==> config.mk <==
export PLATFORM = sky130hd
export DESIGN_NAME = pll_lock_monitor
export DESIGN_NICKNAME = d
export VERILOG_FILES = /design/src/rtl/pll_ld_pkg.sv /design/src/rtl/pll_ld_mismatch_meter.sv /design/src/rtl/pll_ld_qualifier.sv /design/src/rtl/pll_ld_status_mux.sv /design/src/rtl/pll_lock_monitor.sv
export SDC_FILE = /design/constraint.sdc
export NUM_CORES = 1
export LEC_CHECK = 0
export ABC_AREA = 1
export BUFFER_PORTS_ARGS = -buffer_cell sky130_fd_sc_hd__buf_2
export CELL_PAD_IN_SITES_DETAIL_PLACEMENT = 1
export CELL_PAD_IN_SITES_GLOBAL_PLACEMENT = 1
export CORE_ASPECT_RATIO = 1.5
export CORE_MARGIN = 2
export CORE_UTILIZATION = 42
export CTS_BUF_LIST = sky130_fd_sc_hd__clkbuf_4
export CTS_CLUSTER_SIZE = 24
export DETAILED_ROUTE_END_ITERATION = 6
export GPL_TIMING_DRIVEN = 0
export PLACE_DENSITY_LB_ADDON = 0.1
export SYNTH_ARGS = -nofsm -noshare
export SYNTH_HDL_FRONTEND = slang
export SYNTH_SLANG_ARGS = --single-unit
==> constraint.sdc <==
create_clock -name clk -period 2.9 [get_ports clk]
set_clock_uncertainty 0.05 [all_clocks]
set_input_delay 0.145 -clock clk [delete_from_list [all_inputs] [get_ports clk]]
set_output_delay 0.145 -clock clk [all_outputs]
set_load 0.05 [all_outputs]
==> src/rtl/pll_ld_pkg.sv <==
package pll_ld_pkg;

    // Width of the per-period mismatch accumulator (saturating).
    localparam int unsigned MISM_CNT_W = 8;
    // Longest qualification run and the counter width that holds it.
    localparam int unsigned QUAL_MAX   = 16;
    localparam int unsigned QCNT_W     = $clog2(QUAL_MAX + 1);

    typedef enum logic [1:0] {
        QUAL_2  = 2'd0,
        QUAL_4  = 2'd1,
        QUAL_8  = 2'd2,
        QUAL_16 = 2'd3
    } qual_sel_e;

    typedef struct packed {
        logic                  valid;   // a reference period ends this cycle
        logic [MISM_CNT_W-1:0] count;   // disagreeing cycles in that period
    } period_res_t;

    function automatic logic [QCNT_W-1:0] qual_periods(input qual_sel_e sel);
        logic [QCNT_W-1:0] n;
        n = QCNT_W'(2) << sel;
        return n;
    endfunction

    function automatic logic [MISM_CNT_W-1:0] sat_inc(
        input logic [MISM_CNT_W-1:0] v,
        input logic                  inc
    );
        logic [MISM_CNT_W-1:0] r;
        if (inc && (v != {MISM_CNT_W{1'b1}})) r = v + MISM_CNT_W'(1);
        else                                  r = v;
        return r;
    endfunction

endpackage

==> src/rtl/pll_ld_mismatch_meter.sv <==
module pll_ld_mismatch_meter
    import pll_ld_pkg::*;
(
    input  logic        clk,
    input  logic        rst,
    input  logic        en,
    input  logic        tick,
    input  logic        up,
    input  logic        dn,
    output period_res_t res
);

    logic [MISM_CNT_W-1:0] acc_q;
    logic [MISM_CNT_W-1:0] sum;

    // Current cycle is part of the period that the tick closes.
    assign sum       = sat_inc(acc_q, up ^ dn);
    assign res.valid = en & tick;
    assign res.count = sum;

    always_ff @(posedge clk) begin
        if (rst || !en) begin
            acc_q <= '0;
        end else if (tick) begin
            acc_q <= '0;
        end else begin
            acc_q <= sum;
        end
    end

endmodule

==> src/rtl/pll_ld_qualifier.sv <==
module pll_ld_qualifier
    import pll_ld_pkg::*;
#(
    parameter int unsigned NARROW_WIN = 3,
    parameter int unsigned WIDE_WIN   = 6
) (
    input  logic        clk,
    input  logic        rst,
    input  logic        en,
    input  period_res_t res,
    input  logic        wide_win,
    input  qual_sel_e   qual_sel,
    input  logic        oneshot,
    output logic        lock
);

    localparam logic [MISM_CNT_W-1:0] WIN_N = MISM_CNT_W'(NARROW_WIN);
    localparam logic [MISM_CNT_W-1:0] WIN_W = MISM_CNT_W'(WIDE_WIN);

    logic [QCNT_W-1:0]     qcnt_q;
    logic [QCNT_W-1:0]     qcnt_inc;
    logic [MISM_CNT_W-1:0] win;
    logic                  good;
    logic                  frozen;

    assign win      = wide_win ? WIN_W : WIN_N;
    assign good     = (res.count <= win);
    assign frozen   = oneshot & lock;
    assign qcnt_inc = (qcnt_q == {QCNT_W{1'b1}}) ? qcnt_q : qcnt_q + QCNT_W'(1);

    always_ff @(posedge clk) begin
        if (rst || !en) begin
            qcnt_q <= '0;
            lock   <= 1'b0;
        end else if (res.valid && !frozen) begin
            if (good) begin
                qcnt_q <= qcnt_inc;
                lock   <= (qcnt_inc >= qual_periods(qual_sel));
            end else begin
                qcnt_q <= '0;
                lock   <= 1'b0;
            end
        end
    end

endmodule

==> src/rtl/pll_ld_status_mux.sv <==
module pll_ld_status_mux (
    input  logic sel,
    input  logic lock,
    input  logic rssi_low,
    output logic stat
);

    always_comb begin
        stat = sel ? rssi_low : lock;
    end

endmodule

==> src/rtl/pll_lock_monitor.sv <==
module pll_lock_monitor
    import pll_ld_pkg::*;
#(
    parameter int unsigned NARROW_WIN = 3,
    parameter int unsigned WIDE_WIN   = 6
) (
    input  logic       clk,
    input  logic       rst,
    input  logic       pll_en,
    input  logic       ref_tick,
    input  logic       pfd_up,
    input  logic       pfd_dn,
    input  logic [1:0] cfg_qual_sel,
    input  logic       cfg_wide_win,
    input  logic       cfg_oneshot,
    input  logic       cfg_stat_sel,
    input  logic       rssi_low,
    output logic       lock_flag,
    output logic       stat_bit
);

    period_res_t res;

    pll_ld_mismatch_meter u_meter (
        .clk  (clk),
        .rst  (rst),
        .en   (pll_en),
        .tick (ref_tick),
        .up   (pfd_up),
        .dn   (pfd_dn),
        .res  (res)
    );

    pll_ld_qualifier #(
        .NARROW_WIN (NARROW_WIN),
        .WIDE_WIN   (WIDE_WIN)
    ) u_qual (
        .clk      (clk),
        .rst      (rst),
        .en       (pll_en),
        .res      (res),
        .wide_win (cfg_wide_win),
        .qual_sel (qual_sel_e'(cfg_qual_sel)),
        .oneshot  (cfg_oneshot),
        .lock     (lock_flag)
    );

    pll_ld_status_mux u_stat (
        .sel      (cfg_stat_sel),
        .lock     (lock_flag),
        .rssi_low (rssi_low),
        .stat     (stat_bit)
    );

endmodule

Word level (Yosys, flattened, before mapping)
Cells that the tools add are included.
Widths: inputs -> output; s select.
{ "word_totals": {"ff_bits": 14, "latch_bits": 0, "ramBits": 0, "rom_bits": 0, "inputBits": 12, "out_inout_bits": 2, "wordCells": 25, "mem_count": 0} }
{ "op_classes": {"add_sub_neg": 2, "mul": 0, "n_div": 0, "order_cmp": 2, "n_eq_ne": 2, "n_shift": 1, "mux": 6, "bitwise_logic": 3, "n_reduce_logical": 6} }
{ "ops": {"columns": ["operator", "n"], "rows": [
  ["$mux 5", 2],
  ["$add 8x1->8 const B", 1],
  ["$le 8x8->1", 1],
  ["$mux 8", 1],
  ["$ne 8x8->1 const B", 1],
  ["$add 5x1->5 const B", 1],
  ["$eq 5x5->1 const B", 1],
  ["$ge 5x5->1", 1],
  ["$shl 2x2->5 const A", 1],
  ["$mux 3", 1],
  ["$and 1x1->1", 2],
  ["$logic_and 1x1->1", 2],
  ["$logic_not 1->1", 2],
  ["$mux 1", 2],
  ["$reduce_or 2->1", 1],
  ["$logic_or 1x1->1", 1],
  ["$xor 1x1->1", 1]
]} }

Longest topological paths before layout
{ "logic_depth": {"word_depth": 5, "ltp_mapped": 15, "depth_no_buf": 15} }

Cells and area by module
A second synthesis with hierarchy kept.
{ "unflattened": {"cells_unflattened": 175, "area_unflattened_um2": 1117.3} }
{ "by_module_without_submodules": {"columns": ["module", "n_inst", "cells_each", "area_each_um2", "seq_area_each_um2"], "rows": [
  ["pll_ld_qualifier", 1, 92, 568.0, 120.1],
  ["pll_ld_mismatch_meter", 1, 79, 534.3, 160.2],
  ["pll_ld_status_mux", 1, 4, 15.0, 0.0]
]} }

Least setup slack after synthesis
Ideal clock, no wire load.
{ "synth_timing": {"path_type": "reg-to-reg", "startpoint": "register u_meter.acc_q[0]", "endpoint": "register u_qual.lock", "setup_time_ps": 118, "t_arrival_ps": 1984, "required_time_ps": 2732, "setup_slack_ps": 748, "path_stages_with_launch": 15, "n_path_buf": 0, "synth_period_minus_slack_ps": 2152, "path_cell_list": "dfxtp_1 ha_1 nand2_1 nor2_4 nand2_4 nand2_8 nor2_1 xor2_1 inv_1 ha_1 nand4_1 nand2_2 nand2_4 a21oi_4 nor2_2"} }
{ "synth_lines": {"columns": ["item", "line_no", "source"], "rows": [
  ["from (decl)", "pll_ld_mismatch_meter.sv:13", "logic [MISM_CNT_W-1:0] acc_q;"],
  ["from (signal assigned)", "pll_ld_mismatch_meter.sv:27", "acc_q <= sum;"],
  ["to (signal assigned)", "pll_ld_qualifier.sv:38", "lock <= (qcnt_inc >= qual_periods(qual_sel));"],
  ["to (decl)", "pll_ld_qualifier.sv:14", "output logic lock"]
]} }

Worst setup path after layout
{ "layout_timing": {"startpoint": "register u_qual.qcnt_q[1]", "endpoint": "register u_qual.lock"} }
{ "layout_via": {"elab_chain_len": 4, "elab_cells_between_ends": 5, "cone_classes": "add/sub: 1; order compare: 1; eq/ne: 1; mux: 2"} }
{ "layout_lines": {"columns": ["item", "line_no", "source"], "rows": [
  ["from (decl)", "pll_ld_qualifier.sv:20", "logic [QCNT_W-1:0] qcnt_q;"],
  ["from (signal assigned)", "pll_ld_qualifier.sv:37", "qcnt_q <= qcnt_inc;"],
  ["$add 5x1->5 or $eq 5x5->1 (tied branches)", "pll_ld_qualifier.sv:29", "assign qcnt_inc = (qcnt_q == {QCNT_W{1'b1}}) ? qcnt_q : qcnt_q + QCNT_W'(1);"],
  ["$mux 5 (*)", "pll_ld_qualifier.sv:29", null],
  ["$ge 5x5->1 (*)", "pll_ld_qualifier.sv:38", null],
  ["$mux 1 (*)", "pll_ld_qualifier.sv:36", "if (good) begin"]
]} }
Mark *: on every way between the ends. The rest lies on a longest branch, timed or not.
A chain may end at the register's enable or synchronous reset.

==> metrics <==
outcome complete, no violations; syn_area_per_cell a little under 7 um^2; Final setup viols 0; CP Capture Type flip-flop; total I/O pin count 14; WL/cell roughly 12 um; maxcap violations 0; leakage power approximately 0.58 nW; hold depth 4; Slew HR about 74%; PD cells slightly above 300 mW/mm^2; post-route setup TNS 0 ns; Top delay family on crit path compound AO/OA/AOI/OAI gates; slew at the pin closest to its max-slew limit about 0.40 ns; TritonCTS clock tree yes; buffer and inverter count on the worst path 0; Post-DRT Antenna Nets 0; largest net degree at the start of global routing 9; Layout Cells excl Fill 220; unrepaired setup endpoints after global routing false; FP Rows 23; post-cts hold buffer count 0; Reg clk slew, reported paths about 0.08 ns; Die Width ~46 um; placed instance count roughly 220; GPL Wtd Cong between 0.7 and 0.8; minimum clock period 2.414 ns; Root Driver clkbuf_4; worst min-delay path startpoint rst; Core Region 0.002619 mm^2; effective utilization at floorplan between 40 and 50%; Min-Delay Endpoint u_qual.qcnt_q[3]; Max clock buf depth 2; #FFs+latches synth 14; H-Tree Depth 1; critical path required time 3.04 ns; worst-skew pair later-pin latency about 0.29 ns; final hold violations 0; Unique masters post-synth 26; share of cells above drive strength 1 roughly a quarter; CTS Sinks 14; Mapped Nets between 150 and 200; critical path type flip-flop to flip-flop; total CTS buffers 3; Final Max Tran Viols 0; all-layer global routing usage 20.27%; Reg-to-Reg Start u_qual.qcnt_q[1]; RR Endpoint u_qual.lock; mapped cell area approximately 0.0011 mm^2; drt drc 0; Antenna diodes 0; 1st-iter DRT viols 13; Worst Path Arrival roughly 2.6 ns; Layout area overhead 12.26%; Seq/Total Area, Yosys about a quarter; CP peak stage delay ~0.43 ns; Startpoint Class flip-flop; Via density 4.882; setup bufs post-CTS 0; Post-Synthesis Cells between 150 and 200; area of the die around 0.0031 mm^2; R2R cell count 12; number of gates resized after cts 0; hpwl dp ~2300 um; routed wire length 2638 um; DRT Pass-1 Iters 3; # port buffers 13; die height approximately 67 um; fmax roughly 410 MHz; first-pass GRT wire length ~4500 um; final hold slack approximately 0.16 ns; fin nets 204; Peak supply drop 229.2 uV; R2R setup slack between 0.4 and 0.5 ns; CP max FO 7; slowest CP cell dfxtp_1; min-delay worst type primary input to flip-flop; fin crit share between 80% and 90%; CP Cell Sequence ha_1 > nand2_1 > nor2_1 > nand2_1 > o21ai_1 > ha_1 > o21a_1 > o21a_1 > o21ai_0 > nand2_1 > o211ai_1 > nor2_2; cell repeated most along the worst path nand2_1; vias in the first global route 1104; initial antenna violation count 0; gr ovfl total 0; Synth Warn # 0; total number of vias 1074
## per-layer routing
metal / vias up / GRT usage [%] / part of all wire [%] / wire (um)
met2: 4 / 41.49 / 65 / 1710
met5: - / 0 / 0 / 0
met1: 499 / 17.43 / 32 / 846
li1: 565 / - / - / -
met3: 6 / 2.406 / 0.95 / 25
met4: 0 / 10.36 / 2.1 / 55
## cell usage in the layout (no fill, tap or decap), types with 2 or more instances in the layout
cell	synthesis	routed
nand3_2	2	2
inv_2	2	2
nor2_2	5	5
nand3_1	13	13
o211ai_1	3	3
buf_2	0	13
nor2_1	17	17
nand2_1	38	38
nand2_4	2	2
nor2_4	3	3
inv_1	25	25
or2_2	2	2
ha_1	8	8
nand4_1	6	6
dfxtp_1	14	14
clkbuf_4	0	3
a21oi_1	3	3
o21ai_0	3	3
o21a_1	2	2
xor2_1	2	2
nand2_2	9	9
## sequential cells by signal, summed over array words and instances (netlist names)
name / flops
u_meter.acc_q: 8
u_qual.lock: 1
u_qual.qcnt_q: 5
## tightest hold or removal path: cells and delay by family
kind                   cells  cell delay, ns
and+or+nand+nor            3            0.24
buffers and inverters      1            0.08
## cell type report
class	instances	area [um^2]
Buffer	1	3.754
Tap cell	37	46.29
Fill cell	367	1359
Timing Repair Buffer	13	65.06
Sequential cell	14	280.3
Multi-Input combinational cell	124	737.0
Inverter	27	101.3
Clock inverter	1	3.754
Clock buffer	3	22.52
## power by group
part           leakage (nW)  switching, mW  internal, mW  total, mW
Clock                0.0154         0.0684        0.0502      0.119
Sequential            0.113        0.00333         0.195      0.198
Combinational         0.451         0.0476        0.0274     0.0750
Total                 0.580          0.119         0.272      0.392
## cell families (layout without fill, tap and decap cells)
group	after synthesis	count (layout)	synth area share (%)
AO/OA/AOI/OAI	14	14	8.694
XOR/XNOR	3	3	2.342
adder cells (fa/ha/maj)	8	8	8.919
buffers and inverters	28	45	9.364
flip-flops	14	14	24.97
AND/OR/NAND/NOR	99	99	45.71
## through the flow
stage / worst slack, ns / instance area, um^2 / utilization, % / total power [mW]
floorplan: 0.7476 / 1122 / - / 0.2565
global placement: 0.5221 / 1234 / 47.11 / 0.2748
detailed placement: 0.4790 / 1234 / 47.11 / 0.2789
CTS: 0.4561 / 1260 / 48.11 / 0.3966
global route: 0.2353 / 1260 / 48.11 / 0.4089
finish: 0.4859 / 1260 / 48.11 / 0.3916
## cell usage after synthesis
cell | number | area share (%)
nand2_1 | 38 | 13
nand2_2 | 9 | 5.0
nand3_1 | 13 | 5.8
xor2_1 | 2 | 1.6
o21ai_1 | 1 | 0.45
inv_1 | 25 | 8.4
or2_2 | 2 | 1.1
a21oi_4 | 1 | 1.4
ha_1 | 8 | 8.9
o211ai_1 | 3 | 2.0
nor2_2 | 5 | 2.8
nand3_2 | 2 | 1.8
nor2_4 | 3 | 3.0
clkbuf_1 | 1 | 0.33
nand4_1 | 6 | 3.3
nand2_8 | 1 | 1.8
nand2_4 | 2 | 2.0
inv_2 | 2 | 0.67
a21oi_2 | 1 | 0.78
nand3b_1 | 1 | 0.67
nor2_1 | 17 | 5.7
xnor2_1 | 1 | 0.78
o21ai_0 | 3 | 1.3
a21oi_1 | 3 | 1.3
dfxtp_1 | 14 | 25
o21a_1 | 2 | 1.3
## worst max-delay path by stage
stage / from / end / slack (ns) / depth (start not counted)
after global routing: u_meter.acc_q[0] / u_qual.lock / 0.24 / 14
final: u_qual.qcnt_q[1] / u_qual.lock / 0.49 / 12
after global placement: u_meter.acc_q[0] / u_qual.qcnt_q[3] / 0.52 / 14
after detailed placement: u_qual.qcnt_q[0] / u_qual.lock / 0.48 / 12
after floorplan: u_meter.acc_q[0] / u_qual.lock / 0.75 / 14
after CTS: u_qual.qcnt_q[1] / u_qual.lock / 0.46 / 12
Power figures use the tool's default switching activity.
